$ cat src/rtl/dreq_pkg.sv
package dreq_pkg;

    typedef enum logic [2:0] {
        ST_IDLE,
        ST_EVAL,
        ST_BURST,
        ST_LBURST,
        ST_SINGLE,
        ST_LSINGLE
    } dreq_state_e;

    typedef enum logic [2:0] {
        K_NONE,
        K_BURST,
        K_LBURST,
        K_SINGLE,
        K_LSINGLE
    } dreq_kind_e;

endpackage

$ cat src/rtl/dreq_select.sv
module dreq_select
    import dreq_pkg::*;
#(
    parameter int LEN_W   = 16,
    parameter int BURST_W = 5
) (
    input  logic [LEN_W-1:0]   rem,
    input  logic [BURST_W-1:0] bsz,
    input  logic [LEN_W-1:0]   ready,
    output dreq_kind_e         kind
);

    logic [LEN_W-1:0] bsz_ext;
    logic             burst_ok;
    logic             item_ok;

    assign bsz_ext  = LEN_W'(bsz);
    assign burst_ok = (ready >= bsz_ext);
    assign item_ok  = (ready != '0);

    always_comb begin
        kind = K_NONE;
        if (rem == '0) begin
            kind = K_NONE;
        end else if (rem == LEN_W'(1)) begin
            kind = item_ok ? K_LSINGLE : K_NONE;
        end else if (rem < bsz_ext) begin
            kind = item_ok ? K_SINGLE : K_NONE;
        end else if (rem == bsz_ext) begin
            kind = burst_ok ? K_LBURST : K_NONE;
        end else begin
            kind = burst_ok ? K_BURST : K_NONE;
        end
    end

endmodule

$ cat src/rtl/dreq_count.sv
module dreq_count #(
    parameter int LEN_W   = 16,
    parameter int BURST_W = 5
) (
    input  logic               clk,
    input  logic               rst_n,
    input  logic               ld,
    input  logic [LEN_W-1:0]   ld_val,
    input  logic               dec,
    input  logic [BURST_W-1:0] step,
    output logic [LEN_W-1:0]   rem
);

    always_ff @(posedge clk or negedge rst_n) begin
        if (!rst_n) begin
            rem <= '0;
        end else if (ld) begin
            rem <= ld_val;
        end else if (dec) begin
            rem <= rem - LEN_W'(step);
        end
    end

endmodule

$ cat src/rtl/dreq_flowgen.sv
module dreq_flowgen
    import dreq_pkg::*;
#(
    parameter int LEN_W   = 16,
    parameter int BURST_W = 5
) (
    input  logic               clk,
    input  logic               rst_n,
    input  logic               load,
    input  logic [LEN_W-1:0]   pkt_len,
    input  logic [BURST_W-1:0] burst_sz,
    input  logic [LEN_W-1:0]   ready_cnt,
    input  logic               dma_clr,
    output logic               req_burst,
    output logic               req_last_burst,
    output logic               req_single,
    output logic               req_last_single,
    output logic               pkt_done
);

    localparam logic [BURST_W-1:0] ONE_ITEM = BURST_W'(1);

    dreq_state_e        state, state_nx;
    dreq_kind_e         kind;
    logic [LEN_W-1:0]   rem;
    logic [BURST_W-1:0] bsz_q;
    logic [BURST_W-1:0] step;
    logic               accept;
    logic               in_req;
    logic               is_last;
    logic               serviced;

    assign accept   = load && (state == ST_IDLE);
    assign in_req   = (state == ST_BURST) || (state == ST_LBURST) ||
                      (state == ST_SINGLE) || (state == ST_LSINGLE);
    assign is_last  = (state == ST_LBURST) || (state == ST_LSINGLE);
    assign serviced = dma_clr && in_req;
    assign step     = ((state == ST_BURST) || (state == ST_LBURST)) ? bsz_q : ONE_ITEM;

    dreq_select #(.LEN_W(LEN_W), .BURST_W(BURST_W)) u_sel (
        .rem   (rem),
        .bsz   (bsz_q),
        .ready (ready_cnt),
        .kind  (kind)
    );

    dreq_count #(.LEN_W(LEN_W), .BURST_W(BURST_W)) u_cnt (
        .clk    (clk),
        .rst_n  (rst_n),
        .ld     (accept),
        .ld_val (pkt_len),
        .dec    (serviced),
        .step   (step),
        .rem    (rem)
    );

    // State register
    always_ff @(posedge clk or negedge rst_n) begin
        if (!rst_n) begin
            state <= ST_IDLE;
        end else begin
            state <= state_nx;
        end
    end

    // Packet parameters and completion pulse
    always_ff @(posedge clk or negedge rst_n) begin
        if (!rst_n) begin
            bsz_q    <= ONE_ITEM;
            pkt_done <= 1'b0;
        end else begin
            if (accept) begin
                bsz_q <= (burst_sz == '0) ? ONE_ITEM : burst_sz;
            end
            pkt_done <= serviced && is_last;
        end
    end

    // Next-state logic
    always_comb begin
        state_nx = state;
        unique case (state)
            ST_IDLE: begin
                if (accept && (pkt_len != '0)) state_nx = ST_EVAL;
            end
            ST_EVAL: begin
                unique case (kind)
                    K_BURST:   state_nx = ST_BURST;
                    K_LBURST:  state_nx = ST_LBURST;
                    K_SINGLE:  state_nx = ST_SINGLE;
                    K_LSINGLE: state_nx = ST_LSINGLE;
                    default:   state_nx = ST_EVAL;
                endcase
            end
            ST_BURST, ST_SINGLE: begin
                if (dma_clr) state_nx = ST_EVAL;
            end
            ST_LBURST, ST_LSINGLE: begin
                if (dma_clr) state_nx = ST_IDLE;
            end
            default: state_nx = ST_IDLE;
        endcase
    end

    // Request outputs
    always_comb begin
        req_burst       = 1'b0;
        req_last_burst  = 1'b0;
        req_single      = 1'b0;
        req_last_single = 1'b0;
        unique case (state)
            ST_BURST:   req_burst       = 1'b1;
            ST_LBURST:  req_last_burst  = 1'b1;
            ST_SINGLE:  req_single      = 1'b1;
            ST_LSINGLE: req_last_single = 1'b1;
            default: ;
        endcase
    end

endmodule

$ cat config.mk
export PLATFORM = sky130hd
export DESIGN_NAME = dreq_flowgen
export DESIGN_NICKNAME = d
export VERILOG_FILES = /design/src/rtl/dreq_pkg.sv /design/src/rtl/dreq_select.sv /design/src/rtl/dreq_count.sv /design/src/rtl/dreq_flowgen.sv
export SDC_FILE = /design/constraint.sdc
export NUM_CORES = 1
export LEC_CHECK = 0
export CAP_MARGIN = 25
export CORE_ASPECT_RATIO = 1.4
export CORE_UTILIZATION = 51
export CTS_BUF_LIST = sky130_fd_sc_hd__clkbuf_4
export DETAILED_ROUTE_END_ITERATION = 7
export HOLD_SLACK_MARGIN = 0.06
export PLACE_DENSITY = 0.84
export SLEW_MARGIN = 25
export SYNTH_ARGS = -nofsm -noshare
export SYNTH_HDL_FRONTEND = slang
export SYNTH_HIERARCHICAL = 1
export SYNTH_SLANG_ARGS = --single-unit
$ cat constraint.sdc
create_clock -name clk -period 3.6 [get_ports clk]
set_input_delay 0.36 -clock clk [delete_from_list [all_inputs] [get_ports clk]]
set_output_delay 0.36 -clock clk [all_outputs]
set_load 0.01 [all_outputs]
==> metrics <==
drt wl/cell 14.34 um; Placer Congestion 0.8803; Power, Total 1.736 mW; Max H-tree Level 1; Distinct cells, synth 49; Root Buffer clkbuf_4; CTS tree done; CTS Buf Count 3; global-route wire length before repair 7079 um; fin area 2464 um^2; vias in the first global route 1,696; Final Net Count 322; gr busiest metal met2; Max-cap violations 0; initial antenna violation count 0; M3 GR Usage 1.796%; worst min-delay path class in2async; fin util 67.02%; Final Hold Vio Count 0; final number of setup-violating endpoints 0; WP data required 3830 ps; vias 1,757; die area just over 4000 um^2; Antenna Cells 0; # rows 26; CTS clk-pin slew, worst paths 150 ps; setup_tns 0 ps; met1 Use GR 29.73%; synthesis warning total 6; post-route ant nets 0; CP startpoint state[1]; post-layout min period 2981 ps; list of most frequent post-synthesis cells dfrtp_1 (24), nand2_1 (21), nor4_1 (16), o21ai_0 (16), ha_1 (15); drt drc 0; Detailed Route Iter0 Violations 59; register area share after synthesis 31.89%; Placeable Area 3676 um^2; Routed WL between 4000 and 5000 um; RSZ-0062 raised after global routing no; ys async rst share between 90% and 100%; CTS Sinks 25; syn_area_per_cell 8.894 um^2; skew final 13.89 ps; # port buffers 45; Slew @ Worst Pin about 870 ps; max_slew headroom 41.74%; Peak VDD IR 0.0004536 V; area grow syn2layout 25.33%; Gate Count Post-Synth about 220; post-synthesis cell area 1966 um^2; Syn Nets 278; power per cell area ~700 nW/um^2; outcome finished clean; CTS-repair resized insts 0; Crit Path Class reg2reg; leading area contributor after synthesis dfrtp_1; top-area cell type share of the netlist area 30.55%; Post-synth EDFFs 0; Slew Limit Fails 0; CP max FO 9; Post-Place Cells 301; total leakage power 0.9954 nW; Arrival @ worst endpoint 3210 ps; Yosys reg bits 25; Starting Density 53.47%; largest net degree at the start of global routing 26; Post-DP HPWL 3525 um; Tcrit/Tclk final 82.82%; layout cells sized above 1 7.955%; Reg2Reg Capture Point u_cnt/rem[15]; Clock Tree Buf Depth 2; clk_lat worst skew 320 ps; CP startpoint kind flip-flop; final cell count without fillers about 300; worst r2r src state[1]; total gr overflow 0; Die Ht between 70 and 80 um; number of vias per cell around 5.7; CP Capture Type flip-flop; setup slack, reg-to-reg 620 ps; global-route usage over all layers 23.76%; GRT met2 Usage between 40 and 50%; top-count cell post-synth dfrtp_1; dpl cell area about 2400 um^2; DIE WIDTH 54.47 um; r2r worst-path depth 9; maximum clock frequency 335.4 MHz; top_reg_cell synth dfrtp_1; total I/O pin count between 40 and 50; synth top area cells dfrtp_1 (31%), ha_1 (9.5%), nor4_1 (5.1%); Pre-Repair DR Iteration Count 4
==> stage by stage <==
step,setup WS [ps],hold slack [ps]
finish,618.5,538.4
global route,472.7,581.7
CTS,633.5,549.6
detailed placement,664.1,378.7
global placement,727.2,519.6
floorplan,930.2,64.41
==> layout by cell type, fill, tap and decap left out, types with 3 or more instances in the layout <==
cell type	count
nor3b_1	3
or4_1	3
nor2_1	11
o21ai_1	5
inv_1	14
nor4_1	16
a21oi_1	8
clkdlybuf4s50_1	44
clkbuf_4	3
mux2_2	6
dfrtp_1	24
nand4_1	3
nor3_1	3
and3_1	3
nand2b_1	5
nor2b_1	5
nand3_1	3
ha_1	15
xnor2_1	11
and2_1	6
xor2_1	4
o21ai_0	16
nand2_1	21
==> sequential cells by signal (all words and copies together), names as in the netlist <==
signal	cells
bsz_q	5
pkt_done	1
state	3
u_cnt/rem	16
==> what timing repair did <==
action / CTS / global route
buffers inserted: 0 / 0
endpoints found under the hold margin: 24 / 0
hold buffers: 1 / 0
==> power breakdown <==
| group | total, mW | internal [mW] | switching (mW) |
|---|---|---|---|
| registers | 0.589 | 0.417 | 0.171 |
| logic | 1.02 | 0.487 | 0.533 |
| clock network | 0.128 | 0.0416 | 0.0860 |
| total | 1.74 | 0.946 | 0.790 |
==> layer usage <==
layer | vias to the layer above | wire length, um
li1 | 881 | -
met1 | 829 | 1866
met2 | 43 | 2320
met3 | 4 | 168
met4 | 0 | 34
met5 | - | 0
==> layout make-up <==
class	instances	area [um^2]
fillers	323	1212
flip-flops and latches	25	626.9
multi-input cells	174	1241
repair buffers	47	462.9
well taps	42	52.55
inverters	14	52.55
clock inverters	1	5.005
clock buffers	3	22.52
==> cells by family (layout without fill, tap and decap cells) <==
group	count (synthesis)	after routing	share of synthesized area [%]
xor gates and xnor gates	15	15	6.683
and+or+nand+nor	97	97	30.30
DFF	25	25	31.89
buffers and inverters	22	65	4.965
adders and majority gates	16	16	10.57
AOI/OAI and AO/OA	38	38	11.14
muxes	8	8	4.456
==> worst max-delay path by stage <==
stage / endpoint / depth (start not counted)
6_report: u_cnt/rem[15] / 9
5_1_grt: u_cnt/rem[15] / 9
4_1_cts: u_cnt/rem[15] / 9
3_5_place_dp: u_cnt/rem[15] / 9
3_3_place_gp: u_cnt/rem[15] / 9
2_1_floorplan: u_cnt/rem[15] / 11
==> critical path: stages, from the launching register on <==
cell	delay [ps]
dfrtp_1	550
nor2b_1	390
and2_1	180
inv_1	40
ha_1	180
or3b_1	480
or3_4	430
nor4_4	250
nor3b_1	80
a221o_1	290
Power figures use the tool's default switching activity.
